`src/rtl/refresh_pkg.sv`:
```
package refresh_pkg;

    // Index of each post-exit lockout window
    localparam int LK_NONREAD = 0;
    localparam int LK_READ    = 1;
    localparam int LK_WRITE   = 2;
    localparam int LK_COUNT   = 3;

    typedef enum logic {
        SR_OFF = 1'b0,
        SR_ON  = 1'b1
    } sr_state_e;

    typedef struct packed {
        logic nonread;
        logic read;
        logic write;
    } cmd_permit_t;

    // Bits needed to hold values 0..v
    function automatic int unsigned cnt_w(input int unsigned v);
        return (v < 1) ? 1 : $clog2(v + 1);
    endfunction

    function automatic int unsigned max3(input int unsigned a, input int unsigned b,
                                         input int unsigned c);
        int unsigned m;
        m = (a > b) ? a : b;
        return (m > c) ? m : c;
    endfunction

endpackage

```
`src/rtl/ref_tick_gen.sv`:
```
module ref_tick_gen #(
    parameter int unsigned INTERVAL_CYC = 1037
) (
    input  logic clk,
    input  logic rst,
    input  logic hold_i,
    output logic tick_o
);
    localparam int unsigned CW = refresh_pkg::cnt_w(INTERVAL_CYC);

    logic [CW-1:0] cnt;

    assign tick_o = !hold_i && (cnt == CW'(INTERVAL_CYC - 1));

    always_ff @(posedge clk) begin
        if (rst || hold_i) begin
            cnt <= '0;
        end else if (tick_o) begin
            cnt <= '0;
        end else begin
            cnt <= cnt + 1'b1;
        end
    end

    // the counter wraps after each tick
    assert_tick_wrap_R1: assert property (@(posedge clk) disable iff (rst)
        tick_o |=> (cnt == '0));

    // the counter never passes the period
    assert_cnt_range_R1: assert property (@(posedge clk) disable iff (rst)
        cnt < CW'(INTERVAL_CYC));

endmodule

```
`src/rtl/ref_debt_ctrl.sv`:
```
module ref_debt_ctrl #(
    parameter int unsigned MAX_DEBT = 8,
    parameter int unsigned TRFC_CYC = 10,
    localparam int unsigned DW = refresh_pkg::cnt_w(MAX_DEBT)
) (
    input  logic          clk,
    input  logic          rst,
    input  logic          tick_i,
    input  logic          gnt_i,
    input  logic          clear_i,
    input  logic          block_i,
    output logic          req_o,
    output logic          urgent_o,
    output logic [DW-1:0] debt_o
);
    localparam int unsigned RW = refresh_pkg::cnt_w(TRFC_CYC);

    logic [DW-1:0] debt;
    logic [RW-1:0] rfc_cnt;
    logic          accept;
    logic          at_cap;

    assign at_cap   = (debt == DW'(MAX_DEBT));
    assign req_o    = (debt != '0) && !block_i && (rfc_cnt == '0);
    assign accept   = req_o && gnt_i;
    assign urgent_o = at_cap;
    assign debt_o   = debt;

    always_ff @(posedge clk) begin
        if (rst || clear_i) begin
            debt <= '0;
        end else begin
            unique case ({tick_i, accept})
                2'b10:   if (!at_cap) debt <= debt + 1'b1;
                2'b01:   debt <= debt - 1'b1;
                default: debt <= debt;
            endcase
        end
    end

    always_ff @(posedge clk) begin
        if (rst) begin
            rfc_cnt <= '0;
        end else if (accept) begin
            rfc_cnt <= RW'(TRFC_CYC - 1);
        end else if (rfc_cnt != '0) begin
            rfc_cnt <= rfc_cnt - 1'b1;
        end
    end

    // the debt never exceeds its cap
    assert_debt_cap_R3: assert property (@(posedge clk) disable iff (rst)
        debt <= DW'(MAX_DEBT));

    // outside a clear, the debt moves by at most one per edge
    assert_debt_step_R4: assert property (@(posedge clk) disable iff (rst)
        !$past(clear_i) |-> (debt == $past(debt) || debt == $past(debt) + 1'b1
                             || debt == $past(debt) - 1'b1));

    // no request in the cycle right after an accepted grant
    assert_rfc_gap_R6: assert property (@(posedge clk) disable iff (rst)
        (accept && TRFC_CYC > 1) |=> !req_o);

endmodule

```
`src/rtl/ref_countdown.sv`:
```
module ref_countdown #(
    parameter int unsigned LOAD_VAL = 200,
    parameter int unsigned W        = 8
) (
    input  logic clk,
    input  logic rst,
    input  logic load_i,
    output logic zero_o
);
    logic [W-1:0] cnt;

    always_ff @(posedge clk) begin
        if (rst) begin
            cnt <= '0;
        end else if (load_i) begin
            cnt <= W'(LOAD_VAL);
        end else if (cnt != '0) begin
            cnt <= cnt - 1'b1;
        end
    end

    assign zero_o = (cnt == '0);

    // a lockout window never runs longer than its load
    assert_lock_bound_R9: assert property (@(posedge clk) disable iff (rst)
        cnt <= W'(LOAD_VAL));

endmodule

```
`src/rtl/refresh_sched.sv`:
```
module refresh_sched #(
    parameter int unsigned INTERVAL_CYC   = 1037,
    parameter int unsigned MAX_DEBT       = 8,
    parameter int unsigned TRFC_CYC       = 10,
    parameter int unsigned XS_NONREAD_CYC = 11,
    parameter int unsigned XS_READ_CYC    = 200,
    parameter int unsigned TRCD_CYC       = 3,
    localparam int unsigned DW = refresh_pkg::cnt_w(MAX_DEBT)
) (
    input  logic          clk,
    input  logic          rst,
    input  logic          sr_enter_i,
    input  logic          sr_exit_i,
    input  logic          ref_gnt_i,
    output logic          ref_req_o,
    output logic          ref_urgent_o,
    output logic [DW-1:0] debt_o,
    output logic          sr_active_o,
    output logic          nonread_ok_o,
    output logic          read_ok_o,
    output logic          write_ok_o
);
    import refresh_pkg::*;

    localparam int unsigned WR_LOCK = XS_NONREAD_CYC + TRCD_CYC;
    localparam int unsigned LW = cnt_w(max3(XS_NONREAD_CYC, XS_READ_CYC, WR_LOCK));
    localparam int unsigned LOCK_LOAD [LK_COUNT] = '{XS_NONREAD_CYC, XS_READ_CYC, WR_LOCK};

    sr_state_e   sr_state;
    logic        enter_evt;
    logic        exit_evt;
    logic        tick;
    logic        in_sr;
    logic [LK_COUNT-1:0] lock_done;
    cmd_permit_t permit;

    assign in_sr     = (sr_state == SR_ON);
    assign enter_evt = !in_sr && sr_enter_i;
    assign exit_evt  = in_sr && sr_exit_i;

    always_ff @(posedge clk) begin
        if (rst) begin
            sr_state <= SR_OFF;
        end else if (enter_evt) begin
            sr_state <= SR_ON;
        end else if (exit_evt) begin
            sr_state <= SR_OFF;
        end
    end

    ref_tick_gen #(.INTERVAL_CYC(INTERVAL_CYC)) u_tick (
        .clk    (clk),
        .rst    (rst),
        .hold_i (in_sr),
        .tick_o (tick)
    );

    for (genvar g = 0; g < LK_COUNT; g++) begin : g_lock
        ref_countdown #(.LOAD_VAL(LOCK_LOAD[g]), .W(LW)) u_cd (
            .clk    (clk),
            .rst    (rst),
            .load_i (exit_evt),
            .zero_o (lock_done[g])
        );
    end

    assign permit.nonread = !in_sr && lock_done[LK_NONREAD];
    assign permit.read    = !in_sr && lock_done[LK_READ];
    assign permit.write   = !in_sr && lock_done[LK_WRITE];

    ref_debt_ctrl #(.MAX_DEBT(MAX_DEBT), .TRFC_CYC(TRFC_CYC)) u_debt (
        .clk      (clk),
        .rst      (rst),
        .tick_i   (tick),
        .gnt_i    (ref_gnt_i),
        .clear_i  (enter_evt),
        .block_i  (!permit.nonread),
        .req_o    (ref_req_o),
        .urgent_o (ref_urgent_o),
        .debt_o   (debt_o)
    );

    assign sr_active_o  = in_sr;
    assign nonread_ok_o = permit.nonread;
    assign read_ok_o    = permit.read;
    assign write_ok_o   = permit.write;

    // no refresh request while the device refreshes itself
    assert_sr_quiet_R7: assert property (@(posedge clk) disable iff (rst)
        sr_active_o |-> !ref_req_o);

    // entry leaves no debt behind
    assert_sr_clear_R7: assert property (@(posedge clk) disable iff (rst)
        $rose(sr_active_o) |-> (debt_o == '0));

    // reads are still locked out right after exit
    assert_read_lock_R10: assert property (@(posedge clk) disable iff (rst)
        $fell(sr_active_o) |-> !read_ok_o);

    // a write is never permitted before other commands are
    assert_write_order_R11: assert property (@(posedge clk) disable iff (rst)
        write_ok_o |-> nonread_ok_o);

endmodule

```
`config.mk`:
```
export PLATFORM = sky130hd
export DESIGN_NAME = refresh_sched
export DESIGN_NICKNAME = d
export VERILOG_FILES = /design/src/rtl/refresh_pkg.sv /design/src/rtl/ref_tick_gen.sv /design/src/rtl/ref_debt_ctrl.sv /design/src/rtl/ref_countdown.sv /design/src/rtl/refresh_sched.sv
export SDC_FILE = /design/constraint.sdc
export NUM_CORES = 1
export LEC_CHECK = 0
export CAP_MARGIN = 5
export CORE_AREA = 2 2 67 69
export CTS_CLUSTER_SIZE = 16
export DETAILED_ROUTE_END_ITERATION = 6
export DIE_AREA = 0 0 69 71
export GPL_ROUTABILITY_DRIVEN = 1
export PLACE_DENSITY = 0.75
export SETUP_SLACK_MARGIN = 0.2
export SLEW_MARGIN = 15
export SYNTH_ARGS = -nofsm -noshare
export SYNTH_HDL_FRONTEND = slang
export SYNTH_SLANG_ARGS = --single-unit
```
`constraint.sdc`:
```
create_clock -name clk -period 3.5 [get_ports clk]
set_clock_uncertainty 0.1 [all_clocks]
set_input_delay 0.7 -clock clk [delete_from_list [all_inputs] [get_ports clk]]
set_output_delay 0.7 -clock clk [all_outputs]
set_load 0.05 [all_outputs]
```
; ---- Yosys cells after proc, flatten, opt, wreduce, memory -nomap -nowiden
; Index checks and enable logic that the tools add are counted.
[totals]
out_inout_bits = 10
in_bits = 5
ff_bits = 44
[op_classes]
n_reduce_logical = 31
muxes = 12
eq_ne = 5
addsub = 7
[ops]
columns = operator, count
row1 = 2-to-1 mux 4 bit, 7
row2 = zero test 8 bit, 3
row3 = nonzero test 8 bit, 3
row4 = subtractor 8 x 1 -> 8 bit (second input constant), 3
row5 = 2-to-1 mux 8 bit, 2
row6 = nonzero test 2 bit, 6
row7 = adder 11 x 1 -> 11 bit (second input constant), 1
row8 = equality test 11 bit (second input constant), 1
row9 = logical AND 1 bit, 9
row10 = case mux 4 bit (2 select lines), 1
row11 = nonzero test 4 bit, 2
row12 = subtractor 4 x 1 -> 4 bit (second input constant), 2
row13 = OR reduction 2 bit, 3
row14 = adder 4 x 1 -> 4 bit (second input constant), 1
row15 = equality test 4 bit (second input constant), 1
row16 = zero test 4 bit, 1
row17 = equality test 2 x 1 -> 1 bit (second input constant), 1
row18 = equality test 2 bit (second input constant), 1
row19 = logical OR 1 bit, 2
row20 = 2-to-1 mux 1 bit, 2
row21 = inequality test 2 bit (second input constant), 1
row22 = AND reduction 2 bit, 1
row23 = zero test 1 bit, 1

; ---- Depth between registers and ports, before layout
; Gate-level depths: netlist of the first run.
[depth]
ltp_word = 8
ltp_mapped = 13
mapped_depth_nobuf = 12

; ---- Hierarchy
; Synthesis of the first run repeated with hierarchy kept, for this count alone.
[unflattened]
hier_cells = 274
hier_area_um2 = 2428.6
[modules_own_cells]
columns = mod, seq_area_each_um2, area_each_um2, cells_each, n_inst
row1 = ref_debt_ctrl, 160.2, 600.6, 66, 1
row2 = ref_tick_gen, 220.2, 524.3, 59, 1
row3 = ref_countdown (g_lock[2].u_cd), 160.2, 415.4, 47, 1
row4 = ref_countdown (g_lock[1].u_cd), 160.2, 409.1, 47, 1
row5 = ref_countdown (g_lock[0].u_cd), 160.2, 406.6, 46, 1
row6 = refresh_sched, 20.0, 72.6, 9, 1

; ---- Worst setup path after synthesis of the first run
; No wires, ideal clock.
[synth_timing]
kind = flip-flop to flip-flop
startpoint = register u_debt.debt[3], in the netlist u_debt.debt_o[3]
endpoint = register u_debt.debt[0], in the netlist u_debt.debt_o[0]
slack_ns = 0.195
path_buffers = 0
period_less_slack_ns = 3.305
setup_ns = 0.072
t_arrival_ns = 3.133
stages_incl_launch_ff = 5
required_time_ns = 3.328
path_cell_list = dfxtp_1 nor4b_1 nor2_1 mux2i_2 mux2i_1
[synth_via]
word_cells_on_any_way = 11
classes_between = 4 x eq/ne / 1 x mux / 6 x reduce/logical
[synth_lines]
columns = element, line
row1 = start: declaration, ref_debt_ctrl.sv:18  ; logic [DW-1:0] debt;
row2 = start signal: assignment, ref_debt_ctrl.sv:34  ; 2'b10: if (!at_cap) debt <= debt + 1'b1;
row3 = start signal: assignment, ref_debt_ctrl.sv:35  ; 2'b01: debt <= debt - 1'b1;
row4 = start signal: assignment, ref_debt_ctrl.sv:36  ; default: debt <= debt;
row5 = equality test 4 bit, ref_debt_ctrl.sv:23  ; assign at_cap = (debt == DW'(MAX_DEBT));
row6 = named net ref_urgent_o, refresh_sched.sv:16  ; output logic ref_urgent_o,
row7 = inequality test 2 bit (no line), -
row8 = AND reduction 2 bit (no line), -
; The timed path passes the listed nets, and every way through them passes these cells.
; A chain may end at the register's enable or synchronous reset.

; ---- Final worst setup path of the first run
[layout_timing]
startpoint = register g_lock[1].u_cd.cnt[0]
endpoint = output read_ok_o
[layout_via]
elab_chain_cells = 2
[layout_lines]
columns = element, line
row1 = start: declaration, ref_countdown.sv:10  ; logic [W-1:0] cnt;
row2 = start signal: assignment, ref_countdown.sv:16  ; cnt <= W'(LOAD_VAL);
row3 = start signal: assignment, ref_countdown.sv:18  ; cnt <= cnt - 1'b1;
row4 = zero test 8 bit, ref_countdown.sv:22  ; assign zero_o = (cnt == '0);
row5 = logical AND 1 bit, refresh_sched.sv:68  ; assign permit.read = !in_sr && lock_done[LK_READ];
row6 = end: declaration, refresh_sched.sv:20  ; output logic read_ok_o,
; Every way passes these cells.

==> results of run 1 <==
-- repair_timing --
item,CTS,global route
setup endpoints to repair,1,3
gates cloned,0,0
hold buffers,0,0
gates resized for setup,1,2
setup buffers,0,0
-- cell usage in the layout, fill, tap and decap left out, drive strengths merged, types with 2 or more instances in the layout --
cell / n
xor2: 17
inv: 18
xnor2: 12
nor2: 38
ha: 10
or3: 6
nor3b: 2
nand4: 5
nor4b: 2
nand2b: 4
clkbuf: 5
nor2b: 2
nor3: 13
nand2: 25
nand3: 4
bufinv: 2
clkdlybuf4s50: 12
o21ai: 5
a21oi: 18
dfxtp: 44
mux2i: 6
a31oi: 2
-- power by group through the flow --
stage	Clock [uW]	Sequential, uW	Combinational (uW)
6_report	450	735	791
5_1_grt	473	750	911
4_1_cts	461	734	798
3_5_place_dp	0	743	795
3_3_place_gp	0	740	782
2_1_floorplan	0	722	673
-- layer usage --
metal  part of all wire, %  global-route usage, %  vias up
li1                      -                      -      884
met1                    49                  21.03      743
met2                    46                  27.46       19
met3                   2.9                  3.846        5
met4                   1.5                  7.190        0
met5                     0                      0        -
-- through the flow --
stage               util, %  hold slack, ns  worst slack, ns  std cells  power, uW
global route          59.52          0.4228           0.2455        322       2134
finish                59.52          0.3934           0.4284        322       1975
floorplan                 -          0.3411           0.5394        255       1395
detailed placement    56.34          0.3851           0.2548        315       1538
CTS                   59.38          0.4022           0.2891        322       1994
global placement      56.34          0.3640           0.3380        315       1521
-- sequential cells by signal, summed over array words and instances (netlist names) --
register,flops
g_lock.u_cd.cnt,24
u_tick.cnt,11
u_debt.debt_o,4
sr_active_o,1
u_debt.rfc_cnt,4
-- critical path: cells and delay by family, from the launching register on --
family                     cells  cell delay [ns]
and+or+nand+nor                3             0.81
buffers and inverters          2             0.61
adders and majority gates      1             0.23
DFF                            1             0.33
-- cell usage after synthesis, types with 2 or more instances --
cell,number,area [sq um]
a21oi_1,18,90.09
a31oi_1,2,12.51
clkbuf_1,6,22.52
dfxtp_1,44,880.8
ha_1,10,125.1
inv_1,17,63.81
mux2i_1,5,50.05
nand2_1,25,93.84
nand2b_1,4,25.02
nand3_1,3,15.01
nand4_1,5,31.28
nor2_1,38,142.6
nor2b_1,2,12.51
nor3_1,13,65.06
nor4b_1,2,17.52
o21ai_0,4,20.02
or3_1,6,37.54
xnor2_1,12,105.1
xor2_1,17,148.9
-- logic make-up after synthesis --
kind of cell / synth area share (%)
and+or+nand+nor: 26.08
DFF: 40.34
AOI/OAI and AO/OA: 7.221
xor gates and xnor gates: 11.63
buffers and inverters: 4.642
adders and majority gates: 6.648
muxes: 3.438
-- cell type report --
class | instances | area, sq um
timing repair buffer | 15 | 148.9
multi-input combinational | 186 | 1211
inverter | 18 | 67.56
tap | 52 | 65.06
sequential | 44 | 880.8
clock inverter | 2 | 60.06
clock buffer | 5 | 68.82
fill | 375 | 1702
-- final timing paths --
kind                    startpoint                to  depth (start not counted)
min                  u_tick.cnt[0]     u_tick.cnt[0]                          1
max          g_lock[1].u_cd.cnt[0]         read_ok_o                          6
max reg2reg      u_debt.rfc_cnt[0]  u_debt.debt_o[2]                         12
min reg2reg          u_tick.cnt[0]     u_tick.cnt[0]                          1
==> results.json, run 1 <==
{
  "outcome": "completed",
  "portBuffers": 14,
  "gp_congestion": 0.7551,
  "power_density_mw_per_mm2": 789.2,
  "maxCapViolations": 0,
  "crit_path_max_incr_delay_ns": 0.62,
  "cts.sink_count": 44,
  "cts-buffers-inserted": 5,
  "syn_nets": 271,
  "setup_tns_ns": 0,
  "clk_path_buf_depth": 2,
  "yosysWarnings": 0,
  "viasPerCell": 5.127,
  "synth-async-reset-ratio_pct": 0,
  "core-area_sq_mm": 0.004204,
  "drc_errors": 0,
  "place_area_sq_mm": 0.002369,
  "final_nets": 286,
  "synth_edf_count": 0,
  "fp.dieW_microns": 69,
  "tightest_slew_ns": 0.6412,
  "critical_path.max_fanout": 6,
  "cp-end-kind": "primary output",
  "ys_types": 41,
  "ff2ff_setup_slack_ns": 0.47,
  "fmax_mhz": 325.6,
  "gr-usage-all-layers_pct": 16.67,
  "dr_total_vias": 1651,
  "grt_pass1_vias": 1563,
  "num_antenna_cells": 0,
  "syn_area_sq_mm": 0.002183,
  "wl_per_cell_microns": 11.86,
  "antenna_found_initial": 0,
  "postSynthCellCount": 255,
  "finalSetupViolations": 0,
  "die_area_sq_mm": 0.004899,
  "hold_violations": 0,
  "design_area_sq_mm": 0.002502,
  "cts_tree": "built",
  "worstPathArrival_ns": 2.27,
  "finalMaxSlewViolations": 0,
  "avgSynthCellArea_sq_um": 8.562,
  "fin_crit_sh_pct": 87.76,
  "h-tree-depth": 2,
  "hp-class": "reg -> reg",
  "cts.reportedPaths.clkPinSlew_ns": 0.08,
  "gr-total-overflow": 0,
  "initial_core_util_pct": 51.93,
  "cp_data_required_time_ns": 2.70,
  "p_leak_uw": 0.001030,
  "placement_rows": 24,
  "root_buffer": "clkbuf_8",
  "p_comb_share_pct": 40.0,
  "first_pass_iters": 4,
  "cp_cell_sequence": "inv_1 -> ha_1 -> nand2b_1 -> or4b_1 -> nor2_1 -> dlygate4sd2_1",
  "seq_power_share_pct": 37.2,
  "ant_nets": 0,
  "crit_slowest_cell": "or4b_1",
  "routed_wl_microns": 3819,
  "synth_seq_cells": 44,
  "first_iter_violations": 82,
  "yosysSeqAreaShare_pct": 40.34,
  "num_io_pins": 15,
  "intPower_uw": 1258,
  "drive_above_1_share_pct": 6.296,
  "grt_max_degree": 18,
  "syn2layout_area_growth_pct": 14.61,
  "crit_path_start_kind": "flip-flop",
  "period_minus_slack_ns": 3.072,
  "peakVddDrop_mv": 0.5700,
  "clock_latency_ns": 0.29,
  "p_sw_uw": 717.0,
  "die_y_microns": 71,
  "slew_headroom_pct": 57.12,
  "grt_setup_unrepaired": "no",
  "critPathKind": "reg -> out",
  "p_clk_share_pct": 22.8,
  "ys.flop_type": "dfxtp_1",
  "grt_first_pass_wirelength_microns": 6665,
  "dp_hpwl_microns": 2739,
  "sw_frac_of_total_pct": 36.30
}
Power figures use the tool's default switching activity.
==> inputs of run 2 (changes only) <==
--- a/config.mk
+++ b/config.mk
@@ -17,3 +17,4 @@
 export SYNTH_ARGS = -nofsm -noshare
 export SYNTH_HDL_FRONTEND = slang
 export SYNTH_SLANG_ARGS = --single-unit
+export TNS_END_PERCENT = 100
==> results of run 2 <==
Final layout, timing and power as in run 1 (identical DEF).
==> inputs of run 3 (changes only) <==
--- a/config.mk
+++ b/config.mk
@@ -6,12 +6,12 @@
 export NUM_CORES = 1
 export LEC_CHECK = 0
 export CAP_MARGIN = 5
-export CORE_AREA = 2 2 67 69
+export CORE_AREA = 5 5 70 72
 export CTS_CLUSTER_SIZE = 16
 export DETAILED_ROUTE_END_ITERATION = 6
-export DIE_AREA = 0 0 69 71
+export DIE_AREA = 0 0 75 77
 export GPL_ROUTABILITY_DRIVEN = 1
-export PLACE_DENSITY = 0.75
+export PLACE_DENSITY = 0.72
 export SETUP_SLACK_MARGIN = 0.2
 export SLEW_MARGIN = 15
 export SYNTH_ARGS = -nofsm -noshare
==> constraint.sdc (replaced) <==
create_clock -name clk -period 3.16 [get_ports clk]
set_clock_uncertainty 0.1 [all_clocks]
set_input_delay 0.632 -clock clk [delete_from_list [all_inputs] [get_ports clk]]
set_output_delay 0.632 -clock clk [all_outputs]
set_load 0.05 [all_outputs]
==> run 3 against run 2 <==
Utilization increased by 0.46 points. Sequential share of layout area decreased by 0.47 points. Sequential power increased by 10%. Non-clock buffer count increased by 5. Via count increased by 1.7%. Largest power group unchanged. Global-route usage decreased by 2.0 points. Worst hold slack got worse by 0.0073 ns.
==> results.json, run 3 (synthesis results as in run 1) <==
{
  "clk_path_buf_depth": 2,
  "gr-total-overflow": 0,
  "crit_path_start_kind": "flip-flop",
  "viasPerCell": 5.135,
  "ant_nets": 0,
  "fin_util_pct": 59.99,
  "intPower_uw": 1308,
  "gp_congestion": 0.8297,
  "cp-end-kind": "primary output",
  "dpl.cell_count": 317,
  "first_pass_iters": 6,
  "cts_hold_buf": 0,
  "p_leak_uw": 0.001035,
  "grt_max_degree": 13,
  "dr_total_vias": 1679,
  "antenna_found_initial": 0,
  "p_sw_uw": 798.7,
  "p_clk_share_pct": 17.7,
  "drive_above_1_share_pct": 10.91,
  "cp_data_required_time_ns": 2.43,
  "setup_tns_ns": 0,
  "clock_latency_ns": 0.29,
  "first_iter_violations": 55,
  "reg_top3": "g_lock.u_cd.cnt (24), u_tick.cnt (11)",
  "core-area_sq_mm": 0.004234,
  "num_io_pins": 15,
  "routed_wl_microns": 3833,
  "seq_power_share_pct": 38.4,
  "cts_tree": "built",
  "grt_first_pass_wirelength_microns": 6679,
  "final_nets": 291,
  "drc_errors": 0,
  "period_minus_slack_ns": 2.827,
  "largest_register_ffs": 24,
  "finalSetupViolations": 0,
  "fmax_mhz": 353.7,
  "h-tree-depth": 2,
  "hp-class": "reg -> reg",
  "num_antenna_cells": 0,
  "outcome": "completed",
  "slew_headroom_pct": 66.34,
  "hold_violations": 0,
  "placement_rows": 24,
  "final_common_cell": "dfxtp_1",
  "dp_hpwl_microns": 2797,
  "worstPathArrival_ns": 2.10,
  "initial_core_util_pct": 51.57,
  "cts-buffers-inserted": 5,
  "finalMaxSlewViolations": 0,
  "fin_crit_sh_pct": 89.47,
  "power_density_mw_per_mm2": 829.5,
  "sw_frac_of_total_pct": 37.91,
  "peakVddDrop_mv": 0.4207,
  "critPathKind": "reg -> out",
  "final_cell_mix": "dfxtp_1 (43), nor2_1 (38), nand2_1 (25)",
  "power_uw": 2107,
  "syn2layout_area_growth_pct": 16.33,
  "maxCapViolations": 0,
  "critical_path.max_fanout": 8,
  "portBuffers": 14,
  "gr-usage-all-layers_pct": 14.68,
  "p_comb_share_pct": 43.9,
  "root_buffer": "clkbuf_8",
  "wl_per_cell_microns": 11.72,
  "fp.dieW_microns": 75,
  "tightest_slew_ns": 0.5049,
  "cts.sink_count": 44,
  "grt_pass1_vias": 1505,
  "grt_setup_unrepaired": "no",
  "die_y_microns": 77,
  "die_area_sq_mm": 0.005775,
  "regMostFlops": "g_lock.u_cd.cnt",
  "finalNonFillerCells": 327,
  "cts.reportedPaths.clkPinSlew_ns": 0.08
}
-- run 3: cell types whose count changed in the layout (fill, tap and decap cells not counted), sizes merged --
| cell | before | now |
|---|---|---|
| buf | 1 | 7 |
| bufinv | 2 | 0 |
| clkbuf | 5 | 7 |
| clkdlybuf4s50 | 12 | 11 |
| dlygate4sd2 | 1 | 2 |
| dlymetal6s2s | 1 | 0 |
-- run 3: cell type report --
cell class | count | area, sq um
fillers | 373 | 1694
multi-input cells | 186 | 1249
flip-flops and latches | 44 | 882.1
repair buffers | 20 | 180.2
clock buffers | 7 | 96.34
inverters | 18 | 67.56
well taps | 52 | 65.06
-- run 3: power groups by stage --
| stage | sequential [uW] | clock [uW] | combinational (uW) |
|---|---|---|---|
| floorplan | 800 | 0 | 746 |
| global placement | 817 | 0 | 873 |
| detailed placement | 818 | 0 | 888 |
| CTS | 807 | 383 | 910 |
| global route | 830 | 418 | 1040 |
| finish | 809 | 374 | 925 |
-- run 3: critical path: stages, from the launching register on --
cell and delay, ns:
dfxtp_1 0.36, nor4_4 0.35, nand3_4 0.17, nor2_1 0.12
clkdlybuf4s50_1 0.81
-- run 3: routing by layer --
layer / wire length, microns / share of wire, % / GRT usage (%) / vias up
li1: - / - / - / 892
met1: 1900 / 50 / 19.52 / 763
met2: 1727 / 45 / 22.21 / 17
met3: 133 / 3.5 / 3.922 / 7
met4: 71 / 1.9 / 5.872 / 0
met5: 0 / 0 / 0 / -
-- run 3: repair_timing --
item,in CTS,in global routing
pin swaps,0,1
setup endpoints to repair,4,2
gates resized for setup,2,8
gates cloned,0,0
setup buffers,1,2
-- run 3: path summary, 6_finish.rpt --
check                                      startpoint  depth (start not counted)  slack, ns          endpoint
worst min register to register          u_tick.cnt[0]                          1       0.39     u_tick.cnt[0]
worst min-delay path                    u_tick.cnt[0]                          1       0.39     u_tick.cnt[0]
worst max register to register      u_debt.rfc_cnt[1]                         12       0.37  u_debt.debt_o[2]
worst max-delay path            g_lock[0].u_cd.cnt[3]                          4       0.33      nonread_ok_o
-- run 3: stage by stage --
step | hold slack (ns) | setup slack [ns] | cell area [sq um]
detailed placement | 0.3749 | 0.06466 | 2385
finish | 0.3860 | 0.3327 | 2540
floorplan | 0.3411 | 0.2742 | 2193
global route | 0.4135 | 0.1865 | 2540
global placement | 0.3636 | 0.1144 | 2385
CTS | 0.3919 | 0.2919 | 2486
